`config.mk`:
```
export PLATFORM = sky130hd
export DESIGN_NAME = ccd_line_pulse_gen
export DESIGN_NICKNAME = d
export VERILOG_FILES = /design/src/rtl/ccdlp_pkg.sv /design/src/rtl/ccdlp_counters.sv /design/src/rtl/ccdlp_window.sv /design/src/rtl/ccdlp_line_mask.sv /design/src/rtl/ccd_line_pulse_gen.sv
export SDC_FILE = /design/constraint.sdc
export NUM_CORES = 1
export LEC_CHECK = 0
export BUFFER_PORTS_ARGS = -buffer_cell sky130_fd_sc_hd__buf_2
export CELL_PAD_IN_SITES_DETAIL_PLACEMENT = 1
export CELL_PAD_IN_SITES_GLOBAL_PLACEMENT = 2
export CORE_ASPECT_RATIO = 1.5
export CORE_UTILIZATION = 27
export DETAILED_ROUTE_END_ITERATION = 10
export PLACE_DENSITY = 0.79
export SYNTH_ARGS = -nofsm -noshare
export SYNTH_HDL_FRONTEND = slang
export SYNTH_HIERARCHICAL = 1
export SYNTH_SLANG_ARGS = --single-unit
export TNS_END_PERCENT = 30
```
`constraint.sdc`:
```
create_clock -name clk -period 3.2 [get_ports clk]
set_input_delay 0.32 -clock clk [delete_from_list [all_inputs] [get_ports clk]]
set_output_delay 0.32 -clock clk [all_outputs]
set_load 0.1 [all_outputs]
```
`src/rtl/ccdlp_pkg.sv`:
```
package ccdlp_pkg;
  localparam int POS_W = 16;
  typedef logic [POS_W-1:0] pos_t;
  typedef logic [POS_W:0]   ext_t;

  // start-inclusive, stop-exclusive span test
  function automatic logic in_span(pos_t p, pos_t lo, pos_t hi);
    return (p >= lo) && (p < hi);
  endfunction

  // optical-black pixel: front field after the dummies, rear field after the image
  function automatic logic ob_pixel(pos_t p, pos_t eff, int dummy, int front, int rear);
    ext_t front_lo;
    ext_t front_hi;
    ext_t rear_hi;
    ext_t pe;
    pe       = {1'b0, p};
    front_lo = ext_t'(dummy);
    front_hi = ext_t'(dummy + front);
    rear_hi  = front_hi + {1'b0, eff} + ext_t'(rear);
    return ((pe >= front_lo) && (pe < front_hi)) ||
           ((pe >= front_hi + {1'b0, eff}) && (pe < rear_hi));
  endfunction

  // line belongs to the readout region (leading OB, image, trailing OB)
  function automatic logic readout_row(pos_t ln, pos_t eff_lines, int lead, int trail);
    return {1'b0, ln} < (ext_t'(lead + trail) + {1'b0, eff_lines});
  endfunction
endpackage

```
`src/rtl/ccdlp_counters.sv`:
```
module ccdlp_counters
  import ccdlp_pkg::*;
(
  input  logic clk,
  input  logic rst_n,
  input  logic hd_i,
  input  logic fs_i,
  output pos_t pix_o,
  output pos_t line_o
);
  pos_t pix_q;
  pos_t line_q;

  always_ff @(posedge clk or negedge rst_n) begin
    if (!rst_n) begin
      pix_q  <= '1;
      line_q <= '1;
    end else begin
      if (hd_i)
        pix_q <= '0;
      else if (pix_q != '1)
        pix_q <= pix_q + pos_t'(1);
      if (fs_i)
        line_q <= '0;
      else if (hd_i && (line_q != '1))
        line_q <= line_q + pos_t'(1);
    end
  end

  assign pix_o  = pix_q;
  assign line_o = line_q;
endmodule

```
`src/rtl/ccdlp_window.sv`:
```
module ccdlp_window
  import ccdlp_pkg::*;
(
  input  pos_t pos_i,
  input  pos_t start_i,
  input  pos_t stop_i,
  output logic hit_o
);
  assign hit_o = in_span(pos_i, start_i, stop_i);
endmodule

```
`src/rtl/ccdlp_line_mask.sv`:
```
module ccdlp_line_mask
  import ccdlp_pkg::*;
#(
  parameter int MASK_N = 16
) (
  input  pos_t                    line_i,
  input  logic [MASK_N*POS_W-1:0] mask_line_i,
  input  logic [MASK_N-1:0]       mask_en_i,
  output logic                    masked_o
);
  logic [MASK_N-1:0] entry_hit;

  for (genvar k = 0; k < MASK_N; k++) begin : g_entry
    assign entry_hit[k] = mask_en_i[k] && (mask_line_i[k*POS_W +: POS_W] == line_i);
  end

  assign masked_o = |entry_hit;
endmodule

```
`src/rtl/ccd_line_pulse_gen.sv`:
```
module ccd_line_pulse_gen
  import ccdlp_pkg::*;
#(
  parameter int MASK_N         = 16,
  parameter int DUMMY_PIX      = 28,
  parameter int FRONT_OB_PIX   = 4,
  parameter int REAR_OB_PIX    = 48,
  parameter int FRONT_OB_LINES = 10,
  parameter int REAR_OB_LINES  = 2
) (
  input  logic                    clk,
  input  logic                    rst_n,
  input  logic                    hd_i,
  input  logic                    fs_i,
  input  logic [POS_W-1:0]        cfg_eff_pix_i,
  input  logic [POS_W-1:0]        cfg_eff_lines_i,
  input  logic [POS_W-1:0]        hblk_start_i,
  input  logic [POS_W-1:0]        hblk_stop_i,
  input  logic [POS_W-1:0]        clp_start_i,
  input  logic [POS_W-1:0]        clp_stop_i,
  input  logic                    pblk_en_i,
  input  logic [POS_W-1:0]        pblk_start_i,
  input  logic [POS_W-1:0]        pblk_stop_i,
  input  logic [MASK_N*POS_W-1:0] mask_line_i,
  input  logic [MASK_N-1:0]       mask_en_i,
  output logic                    hblk_n_o,
  output logic                    clpob_n_o,
  output logic                    pblk_n_o,
  output logic                    pblk_conflict_o
);
  localparam int NUM_WIN = 3;
  localparam int W_HBLK  = 0;
  localparam int W_CLP   = 1;
  localparam int W_PBLK  = 2;

  pos_t pix_q;
  pos_t line_q;

  ccdlp_counters u_cnt (
    .clk    (clk),
    .rst_n  (rst_n),
    .hd_i   (hd_i),
    .fs_i   (fs_i),
    .pix_o  (pix_q),
    .line_o (line_q)
  );

  pos_t               win_start [NUM_WIN];
  pos_t               win_stop  [NUM_WIN];
  logic [NUM_WIN-1:0] win_hit;

  assign win_start[W_HBLK] = hblk_start_i;
  assign win_stop[W_HBLK]  = hblk_stop_i;
  assign win_start[W_CLP]  = clp_start_i;
  assign win_stop[W_CLP]   = clp_stop_i;
  assign win_start[W_PBLK] = pblk_start_i;
  assign win_stop[W_PBLK]  = pblk_stop_i;

  for (genvar w = 0; w < NUM_WIN; w++) begin : g_win
    ccdlp_window u_win (
      .pos_i   (pix_q),
      .start_i (win_start[w]),
      .stop_i  (win_stop[w]),
      .hit_o   (win_hit[w])
    );
  end

  logic line_masked;

  ccdlp_line_mask #(.MASK_N(MASK_N)) u_mask (
    .line_i      (line_q),
    .mask_line_i (mask_line_i),
    .mask_en_i   (mask_en_i),
    .masked_o    (line_masked)
  );

  // named events for the checker
  logic hblk_hit;
  logic ob_pix;
  logic readout_line;
  logic clamp_on;
  logic pblk_req;
  logic pblk_clash;

  assign hblk_hit     = win_hit[W_HBLK];
  assign ob_pix       = ob_pixel(pix_q, cfg_eff_pix_i, DUMMY_PIX, FRONT_OB_PIX, REAR_OB_PIX);
  assign readout_line = readout_row(line_q, cfg_eff_lines_i, FRONT_OB_LINES, REAR_OB_LINES);
  assign clamp_on     = win_hit[W_CLP] && ob_pix && readout_line && !line_masked;
  assign pblk_req     = pblk_en_i && win_hit[W_PBLK];
  assign pblk_clash   = pblk_req && clamp_on;

  always_ff @(posedge clk or negedge rst_n) begin
    if (!rst_n) begin
      hblk_n_o        <= 1'b1;
      clpob_n_o       <= 1'b1;
      pblk_n_o        <= 1'b1;
      pblk_conflict_o <= 1'b0;
    end else begin
      hblk_n_o        <= !hblk_hit;
      clpob_n_o       <= !clamp_on;
      pblk_n_o        <= !(pblk_req && !clamp_on);
      pblk_conflict_o <= pblk_conflict_o || pblk_clash;
    end
  end
endmodule

```
==> impl_metrics.yaml, run 1 <==
run_status:
  status: "completed"
timing:
  setup_violations: 0
  skew_ns: 0.0110
  fin_crit_sh: 0.946
  fmax_ghz: 0.330
  hold_viol: 0
  worst_pin_slew_ns: 0.619
  min_period_ns: 3.03
  slew_viol_final: 0
  rsz0062_at_grt: "no"
  max_slew_margin: 0.584
  worst_hold_slack_ns: 0.261
floorplan:
  die_x_um: 153
  rows: 82
  io_pins: 409
  die_y_um: 229
  die-area_mm2: 0.0350
  design.core.area_mm2: 0.0335
  start_util: 0.276
placement:
  portBuffers: 408
  dp_hpwl_um: 38100
  gp_congestion: 0.936
synthesis:
  synth_warnings: 6
  syn_inst: 1137
  synth_edf_count: 0
  ys_types: 73
  syn_area_mm2: 0.00924
  ys_ff_latch: 36
  synth_ff_type: "dfstp_2"
  ys_async_sr_fraction: 1.00
  synthesis.nets: 1685
  avgSynthCellArea_um2: 8.13
  ys_seq_area_frac: 0.102
routing:
  viasPerCell: 5.15
  detailroute.via_count: 10400
  routed_wl_um: 44100
  wl_per_cell_um: 21.8
  final_antenna_net_count: 0
  post-route-drc-count: 0
  drtPass1Iterations: 4
  drtIter0Drc: 384
layout:
  drive_above_1_share: 0.354
  area_growth_pct: 34.6
  fill_cells: 4277
  final_util: 0.371
  nets: 2134
min_path:
  hp-class: "input pin to register"
setup_path:
  arrival_ns: 3.21
  crit_family: "simple AND/OR/NAND/NOR gates"
  end_kind: "register"
  worstPathRequired_ns: 3.38
  worst_path_max_delay_cell: "dfstp_2"
  worstSetupStartpointType: "register"
  cpPeakStageDelay_ns: 0.61
  crit_fanout: 16
  critPathBufInv: 1
  worstPathCellList: "buf_12, xor2_1, nor4_1, nand4_1, nor4_1, nor4_2, nand4_1, nor2b_2, nor3b_2, a32oi_2, o41ai_2"
  worstSetupPathType: "register to register"
power_and_ir_drop:
  power.density_mw_per_mm2: 161
  ir_worst_vdd_uv: 163
  leakage_nw: 6.02
clocking:
  cts_max_level: 2
  clockBufferDepth: 2
  clk_pin_slew_ns: 0.06
  clock_latency_ns: 0.30
  cts.sink_count: 36
  cts_buffers: 5
  cts-root-buf: "clkbuf_16"
  cts_tree: "built"
global_route:
  grt_usage: 0.250
  grt_pass1_wl_um: 66000
  gr-total-overflow: 0
  grt_max_degree: 24
  grt_pass1_vias: 11400
  antenna_found_initial: 24
job:
  cap_violations: 0
-- per-layer routing --
layer / up-vias / routed length [µm] / global-route usage
li1: 4955 / - / -
met5: - / 108 / 0
met3: 101 / 3060 / 0.0571
met2: 411 / 23500 / 0.490
met1: 4916 / 15700 / 0.247
met4: 16 / 1770 / 0.106
-- cells in the final DEF, fill, tap and decap left out, types with 9 or more instances in the layout --
cell / instances
a21oi_1: 59
o21ai_0: 24
xor2_1: 81
nand3_1: 33
buf_2: 408
a21o_1: 15
nand4_1: 70
or4_1: 9
diode_2: 12
dfstp_2: 33
nor3_1: 21
or3_1: 10
buf_12: 11
inv_1: 119
nand2_1: 58
nor4_1: 35
xnor2_1: 208
nor2_1: 32
ha_1: 143
and3_1: 11
buf_4: 64
-- power breakdown --
group	total, W	switching, W	internal, W
clock	0.000600	0.000229	0.000371
sequential	0.000483	0.0000162	0.000467
combinational	0.000920	0.000450	0.000469
-- stage by stage --
stage	instance area [µm²]	setup slack [ns]	setup TNS, ns	instances	power [W]
final	12400	0.173	0	2019	0.00200
after global routing	12400	0.0116	0	2015	0.00213
after CTS	12400	0.0208	0	2007	0.00203
after detailed placement	12100	-0.302	-0.829	1995	0.00141
after global placement	12100	-0.304	-0.869	1995	0.00139
after floorplan	9240	0.298	0	1137	0.000938
-- flip-flops by register name, indices dropped and copies added, names as in the netlist --
| signal | count |
|---|---|
| u_cnt/line_o | 16 |
| clpob_n_o | 1 |
| pblk_conflict_o | 1 |
| hblk_n_o | 1 |
| u_cnt/pix_o | 16 |
| pblk_n_o | 1 |
-- what timing repair did --
| action | CTS | global route |
|---|---|---|
| gates resized for setup | 8 | 3 |
| endpoints found under the hold margin | 1 | 0 |
| buffers inserted | 3 | 0 |
| setup endpoints to repair | 3 | 3 |
| hold buffers | 1 | 0 |
| pin swaps | 1 | 0 |
-- cell usage after synthesis, types with 4 or more instances --
master / count / area [µm²]
buf_2: 14 / 70.1
a21o_1: 15 / 113
nand4_1: 70 / 438
and4_1: 5 / 43.8
o31a_1: 4 / 35.0
nor3_1: 21 / 105
o21a_1: 7 / 52.6
nor4_2: 4 / 50.1
xor2_1: 81 / 709
clkbuf_1: 6 / 22.5
buf_6: 6 / 67.6
or4_1: 9 / 67.6
ha_1: 143 / 1790
dfstp_2: 35 / 920
o21ai_0: 24 / 120
a211oi_1: 7 / 52.6
buf_12: 4 / 80.1
or3_1: 10 / 62.6
o41ai_1: 4 / 35.0
a2111oi_0: 6 / 52.6
nand3_1: 33 / 165
o31ai_1: 8 / 60.1
a21oi_1: 59 / 295
nor4_1: 38 / 238
nand4_2: 4 / 50.1
nor2_1: 32 / 120
nand2_1: 58 / 218
nor2b_1: 8 / 50.1
inv_1: 119 / 447
buf_4: 11 / 82.6
xnor2_1: 208 / 1820
nand2b_1: 7 / 43.8
and3_1: 11 / 68.8
-- cells by family after synthesis --
logic type,synth area share
and+or+nand+nor,0.211
xor gates and xnor gates,0.274
AOI/OAI and AO/OA,0.131
buffers and inverters,0.0838
adders and majority gates,0.194
DFF,0.102
muxes,0.00447
-- worst paths after layout --
kind / startpoint / end / slack (ns) / cells past startpoint
max in group asynchronous: rst_n / u_cnt/pix_o[3]$_DFFE_PN1P_ / 1.95 / 3
min in group asynchronous: rst_n / pblk_conflict_o$_DFF_PN0_ / 0.51 / 2
min reg2reg: pblk_conflict_o$_DFF_PN0_ / pblk_conflict_o$_DFF_PN0_ / 0.52 / 2
max: u_cnt/line_o[14]$_DFFE_PN1P_ / pblk_conflict_o$_DFF_PN0_ / 0.17 / 11
max reg2reg: u_cnt/line_o[14]$_DFFE_PN1P_ / pblk_conflict_o$_DFF_PN0_ / 0.17 / 11
min: pblk_en_i / pblk_n_o$_DFF_PN1_ / 0.26 / 2
-- final cells by class --
| type | count | area, µm² | area share |
|---|---|---|---|
| inverters | 119 | 447 | 0.0359 |
| flip-flops and latches | 36 | 952 | 0.0765 |
| clock inverters | 3 | 46.3 | 0.00372 |
| repair buffers | 484 | 2750 | 0.221 |
| diodes | 12 | 30.0 | 0.00241 |
| clock buffers | 5 | 125 | 0.0101 |
| multi-input cells | 940 | 7570 | 0.608 |
| well taps | 420 | 526 | 0.0422 |
Power figures use the tool's default switching activity.
==> run 2, diff against run 1 <==
--- a/config.mk
+++ b/config.mk
@@ -11,7 +11,7 @@
 export CORE_ASPECT_RATIO = 1.5
 export CORE_UTILIZATION = 27
 export DETAILED_ROUTE_END_ITERATION = 10
-export PLACE_DENSITY = 0.79
+export PLACE_DENSITY_LB_ADDON = 0.1
 export SYNTH_ARGS = -nofsm -noshare
 export SYNTH_HDL_FRONTEND = slang
 export SYNTH_HIERARCHICAL = 1
==> impl_metrics.yaml, run 2 (synthesis gave the netlist of run 1 again) <==
run_status:
  status: "completed"
timing:
  hold_viol: 0
  setup_violations: 0
  fmax_ghz: 0.320
  skew_ns: 0.00550
  fin_crit_sh: 0.978
  worst_pin_slew_ns: 0.893
  slew_viol_final: 0
  min_period_ns: 3.13
  fin_ws_ns: 0.0709
  max_slew_margin: 0.404
floorplan:
  start_util: 0.276
  io_pins: 409
  design.core.area_mm2: 0.0335
  die-area_mm2: 0.0350
  die_x_um: 153
  rows: 82
  die_y_um: 229
setup_path:
  r2r-end: "pblk_conflict_o$_DFF_PN0_"
  worst_path_max_delay_cell: "dfstp_4"
  reg2reg_from: "u_cnt/line_o[13]$_DFFE_PN1P_"
  end_kind: "register"
  worstPathRequired_ns: 3.37
  reg2reg_slack_ns: 0.07
  critPathLaunch: "u_cnt/line_o[13]$_DFFE_PN1P_"
  arrival_ns: 3.30
  critPathBufInv: 2
  path_depth: 12
  worstSetupStartpointType: "register"
  cpPeakStageDelay_ns: 0.68
  crit_family: "simple AND/OR/NAND/NOR gates"
  worstPathCellList: "buf_12, xor2_1, nor4_2, nand4_1, nor4_1, nor4_2, nand4_1, nor2b_4, nor3b_1, a32oi_1, buf_4, o41ai_2"
  worstSetupPathType: "register to register"
  endpoint: "pblk_conflict_o$_DFF_PN0_"
  rr_worst_depth: 12
  crit_fanout: 7
placement:
  portBuffers: 408
  dp_hpwl_um: 40700
  dpl_cell_area_mm2: 0.0124
  gp_congestion: 0.907
  pre_cts_ws_ns: -0.828
clocking:
  cts_tree: "built"
  clockBufferDepth: 2
  clk_pin_slew_ns: 0.06
  cts_buffers: 5
  cts_max_level: 2
  cts.sink_count: 36
  clock_latency_ns: 0.29
  cts-root-buf: "clkbuf_16"
routing:
  post-route-drc-count: 0
  detailroute.via_count: 10400
  final_antenna_net_count: 0
  drtIter0Drc: 288
  viasPerCell: 5.09
  routed_wl_um: 47200
  wl_per_cell_um: 23.1
  drtPass1Iterations: 4
layout:
  area_growth_pct: 37.4
  final_util: 0.378
  drive_above_1_share: 0.364
  layout_common_cells: "buf_2, xnor2_1, ha_1, inv_1, xor2_1"
  nets: 2155
  final_area_mm2: 0.0127
  final_common_cell: "buf_2"
power_and_ir_drop:
  leakage_nw: 6.14
  power.density_mw_per_mm2: 152
  ir_worst_vdd_uv: 143
global_route:
  grt_pass1_wl_um: 70000
  grt_max_degree: 37
  gr-total-overflow: 0
  grt_pass1_vias: 11400
  antenna_found_initial: 17
  grt_usage: 0.268
min_path:
  hp-class: "input pin to asynchronous set/reset pin"
job:
  cap_violations: 0
-- run 2: changes by cell type in the layout (fill, tap and decap cells not counted), moves of 2 or more --
| cell | previous run | this run |
|---|---|---|
| diode_2 | 12 | 14 |
| buf_12 | 11 | 17 |
| a2111oi_0 | 4 | 6 |
| buf_4 | 64 | 80 |
| nor4_4 | 1 | 3 |
| nor4_2 | 7 | 11 |
| clkbuf_1 | 0 | 2 |
| nor4_1 | 35 | 29 |
-- run 2: worst min path at each step --
stage | end | slack, ns | cells after the start
2_1_floorplan | pblk_conflict_o$_DFF_PN0_ | 0.02 | 0
6_report | pblk_conflict_o$_DFF_PN0_ | 0.18 | 1
5_1_grt | pblk_conflict_o$_DFF_PN0_ | 0.23 | 1
3_5_place_dp | pblk_conflict_o$_DFF_PN0_ | 0.47 | 2
3_3_place_gp | pblk_conflict_o$_DFF_PN0_ | 0.49 | 2
4_1_cts | pblk_conflict_o$_DFF_PN0_ | 0.21 | 1
-- run 2: cell type report --
| type | instances | area (µm²) |
|---|---|---|
| flip-flops and latches | 36 | 956 |
| diodes | 14 | 35.0 |
| fillers | 4258 | 20900 |
| inverters | 119 | 447 |
| multi-input cells | 940 | 7610 |
| repair buffers | 505 | 2980 |
| well taps | 420 | 526 |
| clock buffers | 8 | 146 |
-- run 2: timing repair --
item                       in CTS  in global routing
buffers inserted                0                  6
gates cloned                    0                  0
resized for setup              12                  4
hold endpoints to repair        0                  0
setup endpoints to repair       3                  3
hold buffers                    0                  0
pin swaps                       1                  3
-- run 2: worst register-to-register path, cell delays in order (launching register included) --
cell and delay, ns:
dfstp_4 0.68, buf_12 0.15, xor2_1 0.09, nor4_2 0.50, nand4_1 0.18, nor4_1 0.52, nor4_2 0.12, nand4_1 0.16
nor2b_4 0.07, nor3b_1 0.13, a32oi_1 0.18, buf_4 0.16, o41ai_2 0.07
-- run 2: through the flow --
step / cells / setup TNS (ns) / hold slack (ns) / power [W]
global route: 2039 / -0.00974 / 0.235 / 0.00206
finish: 2042 / 0 / 0.179 / 0.00193
floorplan: 1137 / 0 / 0.0244 / 0.000938
detailed placement: 2014 / -2.43 / 0.468 / 0.00143
CTS: 2022 / 0 / 0.208 / 0.00196
global placement: 2014 / -2.38 / 0.486 / 0.00142
-- run 2: routing by layer --
layer / part of all wire / up-vias / global-route usage / wire (µm)
met1: 0.36 / 5003 / 0.267 / 17100
met2: 0.56 / 317 / 0.547 / 26400
met3: 0.045 / 63 / 0.0370 / 2150
met4: 0.033 / 4 / 0.0950 / 1550
li1: - / 5005 / - / -
met5: 0.00057 / - / 0 / 27
-- run 2: power by group --
group	leakage (nW)	internal (W)	switching, W	total, W
Sequential	0.374	0.000467	0.00000989	0.000477
Clock	0.0713	0.000311	0.000199	0.000510
Combinational	5.70	0.000477	0.000469	0.000946
Total	6.14	0.00126	0.000678	0.00193
